**config.mk**
```make
export PLATFORM = sky130hd
export DESIGN_NAME = flash_guard
export DESIGN_NICKNAME = d
export VERILOG_FILES = /design/src/rtl/flash_guard_pkg.sv /design/src/rtl/guard_ctrl.sv /design/src/rtl/guard_datapath.sv /design/src/rtl/flash_guard.sv
export SDC_FILE = /design/constraint.sdc
export NUM_CORES = 1
export LEC_CHECK = 0
export ABC_AREA = 0
export BUFFER_PORTS_ARGS = -buffer_cell sky130_fd_sc_hd__buf_2
export CORE_MARGIN = 5
export CORE_UTILIZATION = 42
export CTS_BUF_LIST = sky130_fd_sc_hd__clkbuf_2 sky130_fd_sc_hd__clkbuf_4 sky130_fd_sc_hd__clkbuf_8
export DETAILED_ROUTE_END_ITERATION = 8
export GPL_ROUTABILITY_DRIVEN = 0
export PLACE_DENSITY = 0.87
export SYNTH_ARGS = -nofsm -noshare
export SYNTH_HDL_FRONTEND = slang
export SYNTH_SLANG_ARGS = --single-unit
```
**constraint.sdc**
```tcl
create_clock -name clk -period 2.91 [get_ports clk]
set_clock_uncertainty 0.05 [all_clocks]
set_input_delay 0.4365 -clock clk [delete_from_list [all_inputs] [get_ports clk]]
set_output_delay 0.4365 -clock clk [all_outputs]
set_load 0.02 [all_outputs]
```
**src/rtl/flash_guard_pkg.sv**
```systemverilog
package flash_guard_pkg;

  // Strobes passed from the control module to the datapath
  typedef struct packed {
    logic regWrite;  // store busWdata into the protect code
    logic regRead;   // drive the protect code onto busRdata
    logic reqLatch;  // register the allow/deny decision for reqAddr
  } guardStrobes_t;

endpackage

```
**src/rtl/guard_ctrl.sv**
```systemverilog
module guard_ctrl
  import flash_guard_pkg::*;
#(
  parameter int unsigned ADDR_W = 16,
  parameter logic [ADDR_W-1:0] REG_ADDR = 16'hFE09
) (
  input  logic              clk,
  input  logic              rstN,
  input  logic [ADDR_W-1:0] busAddr,
  input  logic              busWr,
  input  logic              busRd,
  input  logic              reqValid,
  output guardStrobes_t     strb
);

  logic regSel;

  assign regSel = (busAddr == REG_ADDR);

  always_comb begin
    strb          = '0;
    strb.regWrite = busWr && regSel;
    strb.regRead  = busRd && regSel;
    strb.reqLatch = reqValid;
  end


  foreign_write_ignored_chk: assert property (@(posedge clk) disable iff (!rstN)
    (busWr && busAddr != REG_ADDR) |-> !strb.regWrite);

endmodule

```
**src/rtl/guard_datapath.sv**
```systemverilog
module guard_datapath
  import flash_guard_pkg::*;
#(
  parameter int unsigned ADDR_W = 16,
  parameter int unsigned CODE_W = 8,
  parameter logic [ADDR_W-1:0] FLASH_BASE = 16'h0A00,
  parameter logic [ADDR_W-1:0] VEC_BASE = 16'hFFCF
) (
  input  logic              clk,
  input  logic              rstN,
  input  guardStrobes_t     strb,
  input  logic [CODE_W-1:0] busWdata,
  input  logic [ADDR_W-1:0] reqAddr,
  output logic [CODE_W-1:0] busRdata,
  output logic              protHit,
  output logic              reqDeny,
  output logic              reqGrant
);

  // The code's upper CODE_W-1 bits become the top address bits of the window start
  localparam int unsigned PAGE_BITS = ADDR_W - (CODE_W - 1);
  localparam logic [CODE_W-1:0] OFF_CODE = '1;

  logic [CODE_W-1:0] protReg;
  logic [ADDR_W-1:0] rawStart;
  logic [ADDR_W-1:0] winStart;
  logic              protOff;
  logic              inVec;
  logic              inFlash;
  logic              inWindow;

  // Protect code register
  always_ff @(posedge clk) begin
    if (!rstN) begin
      protReg <= '0;
    end else if (strb.regWrite) begin
      protReg <= busWdata;
    end
  end

  assign busRdata = strb.regRead ? protReg : '0;

  // Window decode
  always_comb begin
    rawStart = {protReg[CODE_W-1:1], {PAGE_BITS{1'b0}}};
    winStart = (rawStart < FLASH_BASE) ? FLASH_BASE : rawStart;
    protOff  = (protReg == OFF_CODE);
    inVec    = (reqAddr >= VEC_BASE);
    inFlash  = (reqAddr >= FLASH_BASE);
    inWindow = !protOff && inFlash && (reqAddr >= winStart);
    protHit  = inVec || inWindow;
  end

  // Registered allow/deny decision
  always_ff @(posedge clk) begin
    if (!rstN) begin
      reqDeny  <= 1'b0;
      reqGrant <= 1'b0;
    end else begin
      reqDeny  <= strb.reqLatch && protHit;
      reqGrant <= strb.reqLatch && !protHit;
    end
  end


  code_write_lands_chk: assert property (@(posedge clk) disable iff (!rstN)
    strb.regWrite |=> (protReg == $past(busWdata)));


  vector_always_denied_chk: assert property (@(posedge clk) disable iff (!rstN)
    (strb.reqLatch && reqAddr >= VEC_BASE) |=> reqDeny);


  below_base_granted_chk: assert property (@(posedge clk) disable iff (!rstN)
    (strb.reqLatch && reqAddr < FLASH_BASE) |=> reqGrant);


  deny_grant_exclusive_chk: assert property (@(posedge clk) disable iff (!rstN)
    !(reqDeny && reqGrant));


  idle_no_pulse_chk: assert property (@(posedge clk) disable iff (!rstN)
    !strb.reqLatch |=> (!reqDeny && !reqGrant));

endmodule

```
**src/rtl/flash_guard.sv**
```systemverilog
module flash_guard
  import flash_guard_pkg::*;
#(
  parameter int unsigned ADDR_W = 16,
  parameter int unsigned CODE_W = 8,
  parameter logic [ADDR_W-1:0] REG_ADDR = 16'hFE09,
  parameter logic [ADDR_W-1:0] FLASH_BASE = 16'h0A00,
  parameter logic [ADDR_W-1:0] VEC_BASE = 16'hFFCF
) (
  input  logic              clk,
  input  logic              rstN,
  input  logic [ADDR_W-1:0] busAddr,
  input  logic              busWr,
  input  logic              busRd,
  input  logic [CODE_W-1:0] busWdata,
  output logic [CODE_W-1:0] busRdata,
  input  logic              reqValid,
  input  logic [ADDR_W-1:0] reqAddr,
  output logic              protHit,
  output logic              reqDeny,
  output logic              reqGrant
);

  guardStrobes_t strb;

  guard_ctrl #(
    .ADDR_W   (ADDR_W),
    .REG_ADDR (REG_ADDR)
  ) uCtrl (
    .clk      (clk),
    .rstN     (rstN),
    .busAddr  (busAddr),
    .busWr    (busWr),
    .busRd    (busRd),
    .reqValid (reqValid),
    .strb     (strb)
  );

  guard_datapath #(
    .ADDR_W     (ADDR_W),
    .CODE_W     (CODE_W),
    .FLASH_BASE (FLASH_BASE),
    .VEC_BASE   (VEC_BASE)
  ) uDp (
    .clk      (clk),
    .rstN     (rstN),
    .strb     (strb),
    .busWdata (busWdata),
    .reqAddr  (reqAddr),
    .busRdata (busRdata),
    .protHit  (protHit),
    .reqDeny  (reqDeny),
    .reqGrant (reqGrant)
  );

endmodule

```
After elaboration in Yosys (flattened, before gate mapping)
Cells that the tools add are included.

Register bits after elaboration: 10. Latch bits: 0. Memory bits (writable): 0. Bits in read-only memories: 0. Bits of input ports: 45. Output and inout port bits: 11. Memories kept: 0.

$add $sub $neg: 0. $mul: 0. Div/mod/pow operators: 0. $lt $le $gt $ge: 4. Equal/unequal tests: 2. Shift-type cells: 0. Multiplexer cells: 2. Bitwise gates (word level): 0. Reductions and logical operators: 9.

Operator list (count): 16-bit == test (second input constant) (1); 16-bit by 12-bit >= comparator with 1-bit output (second input constant) (1); 16-bit >= comparator (1); 16-bit >= comparator (second input constant) (1); 16-bit by 12-bit less-than comparator with 1-bit output (second input constant) (1); 16-bit two-way mux (1); 8-bit == test (second input constant) (1); 8-bit two-way mux (1); 1-bit logical AND (6); 1-bit logical NOT (2); 1-bit logical OR (1).

Depth between registers and ports, before layout
Gate-level depths: netlist of the first run.

Word-level depth: 7. Gate-level depth with buffers: 8. Gate-level depth less buffers: 8.

Modules after synthesis
From an unflattened synthesis of the first run, not the netlist that was laid out.

Cell total of the unflattened synthesis: 91. Area total of the unflattened synthesis: 773.2 sq um.

By module, submodules not included: guard_datapath (times used 1, cells each 83, area each 701.9 sq um, seq. area each 200.2 sq um); guard_ctrl (times used 1, cells each 8, area each 71.3 sq um, seq. area each 0.0 sq um).

Worst setup path after synthesis of the first run
OpenSTA, ideal clock, no wires.

Path type: register -> output. Start: register uDp.protReg[7]. End: output protHit. Arrival: 1.978 ns. Path slack: 0.445 ns. Stages on the path, launching flop included: 9. Path buffers: 0. Cell sequence: dfxtp_1 -> nor4_1 -> inv_1 -> o21ai_0 -> ha_1 -> nand4b_1 -> nor4_1 -> o311ai_0 -> nand2_1.

Longest elaborated chain between the ends: 5. Elaborated cells between the ends (all ways): 8. Those cells by class: order compare: 2; eq/ne: 1; mux: 1; reduce/logical: 4.

Ends and longest elaborated chain: start: declaration (line guard_datapath.sv:24) `logic [CODE_W-1:0] protReg;`; start signal: assignment (line guard_datapath.sv:37) `protReg <= busWdata;`; 16-bit by 12-bit less-than comparator with 1-bit output / 8-bit == test (equally long branches) (line guard_datapath.sv:46, guard_datapath.sv:47); 16-bit two-way mux / 1-bit logical NOT (equally long branches) (line guard_datapath.sv:46, guard_datapath.sv:50); 16-bit >= comparator / 1-bit logical AND (equally long branches) (line guard_datapath.sv:50) `inWindow = !protOff && inFlash && (reqAddr >= winStart);`; 1-bit logical AND * (line guard_datapath.sv:50); 1-bit logical OR * (line guard_datapath.sv:51) `protHit = inVec || inWindow;`; end: declaration (line flash_guard.sv:19) `output logic protHit,`.

Mark *: on every way between the ends. The rest lies on a longest branch, timed or not.

Final worst setup path of the first run
Same ends and word-level chain as after synthesis.

==> results_dict.tcl, run 1 <==
set metrics [dict create \
    ys_seq_elements 10 \
    layout.nets 208 \
    drc 0 \
    max_slew_margin 0.555 \
    synth.most_common_cell "nand2_1" \
    drv_cap 0 \
    initial_core_util 0.453 \
    synth_fp_nets 151 \
    cts_buffers 3 \
    finalCriticalPeriod_ns 2.68 \
    startpoint_type "flip-flop" \
    tightest_slew_ns 0.651 \
    required_ns 2.42 \
    cts_buffer_depth 2 \
    hold_ws_ns 0.375 \
    clk_pin_slew_ns 0.06 \
    cp_max_fo 5 \
    drive_above_1_share 0.461 \
    critPathKind "flip-flop to output port" \
    dieArea_um2 2900 \
    yosysTopAreaCell "dfxtp_1" \
    grt_antenna_before_repair 0 \
    area_growth_pct 40.1 \
    p_per_area_nw_per_um2 258 \
    dp_hpwl_mm 1.94 \
    setup_tns_ns 0 \
    synth_cell_type_count 25 \
    synth-edff-count 0 \
    finalPower_w 0.000292 \
    cts_hold_buffers 0 \
    grt_util_met2 0.278 \
    yosysTopAreaCellShare 0.248 \
    clock-sinks 10 \
    htreeDepth 1 \
    cellLeakagePower_nw 0.550 \
    period_share 0.921 \
    io_buffers 55 \
    rsz0062_at_grt "false" \
    synth_area_um2 808 \
    dr.pass1.iters 4 \
    grt_pass1_vias 815 \
    cts_setup_buffers 0 \
    critical_path_arrival_ns 2.19 \
    antenna_left 0 \
    use_met3 0.0416 \
    ios 56 \
    hold_viol_final 0 \
    final_core_util 0.635 \
    cts_tree "yes" \
    grt_max_degree 18 \
    ir_worst_vdd_v 0.000228 \
    root_buffer "clkbuf_4" \
    end_kind "output port" \
    grt_pass1_wl_mm 3.36 \
    setup_viol 0 \
    core_area_um2 1780 \
    seq_area_frac_synth 0.248 \
    clk_latency_ns 0.26 \
    die_h_um 53.9 \
    use_met1 0.189 \
    grt.overflow.total 0 \
    wl_mm 2.26 \
    fmax_mhz 373 \
    ys.warnings.count 0 \
    drt_iter0_drc 21 \
    vias 925 \
    outcome "finished clean" \
    synth_cells 99 \
    busiest_layer "met2" \
    viasPerCell 5.17 \
    syn_avg_cell_area_um2 8.16 \
    synth_common_cells "23 x nand2_1, 10 x dfxtp_1, 8 x and3_2, 8 x mux2i_1" \
    grtUsageTotal 0.162 \
    drv_slew 0 \
    ys.flop_type "dfxtp_1" \
    wl_per_cell_um 12.6 \
    die_w_um 53.9 \
    ys_async_sr_fraction 0 \
    hold_path_class "input pin to flip-flop" \
    synthTopCellsByArea "dfxtp_1 25%, ha_1 11%, nand2_1 11%, mux2i_1 9.9%, and3_2 7.4%" \
    num_rows 15 \
    n_antenna_cell 0 \
]
## per-stage QoR
| stage | instances | area [um^2] | worst slack (ns) |
|---|---|---|---|
| 6_report | 179 | 1130 | 0.231 |
| 5_1_grt | 179 | 1130 | 0.0245 |
| 4_1_cts | 179 | 1110 | 0.0570 |
| 3_5_place_dp | 176 | 1090 | 0.248 |
| 3_3_place_gp | 176 | 1090 | 0.293 |
| 2_1_floorplan | 99 | 808 | 0.445 |
## final cells by class
class	count	area (um^2)
tap	25	31.3
timing repair buffer	55	275
fill	168	651
sequential	10	200
inverter	7	26.3
multi-input combinational	79	577
clock buffer	3	22.5
## cells in the final DEF (no fill, tap or decap), types with 2 or more instances in the layout
master and count:
a21oi_1 5, and3_2 8, buf_2 55, clkbuf_4 3
dfxtp_1 10, ha_1 7, inv_1 7, mux2i_1 8
nand2_1 23, nand4_1 5, nand4b_1 3, nor2_1 2
nor4_1 2, nor4_4 2, o21ai_0 3, or4_1 2
## state kept, by name, summed over array words and instances (netlist names)
register	count
uDp.reqDeny	1
uDp.protReg	8
uDp.reqGrant	1
## repair_timing
action	CTS	global route
resized for setup	1	3
pin swaps	0	1
endpoints found under the setup margin	1	1
gates cloned	0	0
## path summary, 6_finish.rpt
kind                                     from                          end  slack, ns  depth (start not counted)
hold / removal                    busWdata[6]  uDp.protReg[6]$_SDFFE_PN0P_       0.37                          3
setup reg to reg  uDp.protReg[7]$_SDFFE_PN0P_      uDp.reqGrant$_SDFF_PN0_       0.86                          7
hold reg to reg   uDp.protReg[0]$_SDFFE_PN0P_  uDp.protReg[0]$_SDFFE_PN0P_       0.44                          2
setup / recovery  uDp.protReg[7]$_SDFFE_PN0P_                      protHit       0.23                          8
## logic make-up after synthesis
| kind of cell | synth area share |
|---|---|
| multiplexers | 0.0991 |
| AO/OA/AOI/OAI | 0.0805 |
| buffers and inverters | 0.0666 |
| adder cells (fa/ha/maj) | 0.108 |
| flip-flops | 0.248 |
| AND/OR/NAND/NOR | 0.398 |
## worst max-delay path, cell delays in order, from the launching register on
cell and delay [ns]:
dfxtp_1 0.37, nor4_4 0.34, nor2_1 0.09, ha_1 0.32, a21oi_1 0.15, a21oi_1 0.09
o311ai_2 0.34, nand2_1 0.08, buf_2 0.16
## metal layers
| layer | part of all wire | routed length [um] |
|---|---|---|
| met3 | 0.064 | 145 |
| met1 | 0.42 | 958 |
| met4 | 0.012 | 27 |
| met5 | 0 | 0 |
| met2 | 0.50 | 1130 |
## power breakdown
group	internal, W	switching [W]	leakage (nW)
clock network	0.0000474	0.0000400	0.0138
registers	0.000138	0.000000251	0.0808
logic	0.0000346	0.0000313	0.455
(Power assumes the default switching activity.)
==> inputs of run 2 (changes only) <==
RECOVER_POWER = 25   (was unset)
==> results_dict.tcl, run 2 (same netlist as run 1, synthesis figures left out) <==
set metrics [dict create \
    num_rows 15 \
    ios 56 \
    htreeDepth 1 \
    core_area_um2 1780 \
    dieArea_um2 2900 \
    drive_above_1_share 0.435 \
    grtUsageTotal 0.162 \
    top_register "uDp.protReg" \
    grt_pass1_vias 815 \
    largestRegisters "uDp.protReg: 8 flops, uDp.reqDeny: 1 flops, uDp.reqGrant: 1 flops" \
    drv_cap 0 \
    outcome "finished clean" \
    p_per_area_nw_per_um2 259 \
    drv_slew 0 \
    drt_iter0_drc 17 \
    setup_viol 0 \
    final_cells 179 \
    viasPerCell 5.16 \
    ir_worst_vdd_v 0.000228 \
    setup_tns_ns 0 \
    grt_max_degree 18 \
    cellLeakagePower_nw 0.538 \
    cp_max_fo 5 \
    fmax_mhz 372 \
    root_buffer "clkbuf_4" \
    vias 923 \
    place_area_um2 1090 \
    cts_setup_buffers 0 \
    dr.pass1.iters 4 \
    cts_hold_buffers 0 \
    antenna_left 0 \
    grt_pass1_wl_mm 3.36 \
    clk_pin_slew_ns 0.06 \
    hold_viol_final 0 \
    tightest_slew_ns 0.653 \
    required_ns 2.42 \
    drc 0 \
    final_common_cell "buf_2" \
    startpoint_type "flip-flop" \
    critical_path_arrival_ns 2.20 \
    critPathKind "flip-flop to output port" \
    grt_antenna_before_repair 0 \
    layout_common_cells "53 x buf_2, 23 x nand2_1, 10 x dfxtp_1" \
    final_area_um2 1120 \
    hold_ws_ns 0.375 \
    period_share 0.925 \
    rsz0062_at_grt "false" \
    clock-sinks 10 \
    wl_per_cell_um 12.6 \
    finalPower_w 0.000291 \
    grt.overflow.total 0 \
    cts_buffer_depth 2 \
    layout.nets 208 \
    die_h_um 53.9 \
    clk_latency_ns 0.26 \
    max_slew_margin 0.554 \
    largest_register_ffs 8 \
    io_buffers 55 \
    end_kind "output port" \
    wl_mm 2.26 \
    area_growth_pct 39.0 \
    finalCriticalPeriod_ns 2.69 \
    reg2reg_slack_ns 0.84 \
    dp_hpwl_mm 1.94 \
    n_antenna_cell 0 \
    dp_cells 176 \
    hold_path_class "input pin to flip-flop" \
    initial_core_util 0.453 \
    cts_tree "yes" \
    cts_buffers 3 \
    die_w_um 53.9 \
]
-- run 2: layer usage --
layer / track usage / routed length, um
met2: 0.278 / 1110
met1: 0.189 / 970
met4: 0.0638 / 42
met5: 0 / 0
met3: 0.0416 / 130
-- run 2: what timing repair did --
item / in CTS / in global routing
endpoints found under the hold margin: 0 / 0
pin swaps: 0 / 1
gates resized for setup: 1 / 3
endpoints found under the setup margin: 1 / 1
-- run 2: area by class of cell --
cell class                 count  area [um^2]
inverter                       7         26.3
tap                           25         31.3
clock buffer                   3         22.5
fill                         171          659
timing repair buffer          55          273
sequential                    10          200
multi-input combinational     79          571
-- run 2: through the flow --
step | utilization | setup slack [ns]
CTS | 0.622 | 0.0570
floorplan | - | 0.445
global route | 0.630 | 0.0245
finish | 0.630 | 0.219
global placement | 0.610 | 0.293
detailed placement | 0.610 | 0.248
-- run 2: path summary, 6_finish.rpt --
| path | start | endpoint | cells after the start |
|---|---|---|---|
| worst min-delay path | busWdata[6] | uDp.protReg[6]$_SDFFE_PN0P_ | 3 |
| worst max-delay path | uDp.protReg[7]$_SDFFE_PN0P_ | protHit | 9 |
| worst max register to register | uDp.protReg[7]$_SDFFE_PN0P_ | uDp.reqGrant$_SDFF_PN0_ | 8 |
| worst min register to register | uDp.protReg[0]$_SDFFE_PN0P_ | uDp.protReg[0]$_SDFFE_PN0P_ | 2 |
-- run 2: critical path, stage by stage (launching register included) --
cell and delay [ns]:
dfxtp_1 0.37, nor4_4 0.34, inv_1 0.07, o21ai_0 0.16
ha_1 0.27, nand3b_1 0.08, a21oi_1 0.07, o311ai_2 0.34
nand2_1 0.08, buf_2 0.16
-- run 2: report_power, final --
part | switching [W] | total, W | internal, W
logic | 0.0000311 | 0.0000650 | 0.0000339
clock network | 0.0000400 | 0.0000874 | 0.0000474
registers | 0.000000312 | 0.000139 | 0.000138
total | 0.0000714 | 0.000291 | 0.000220
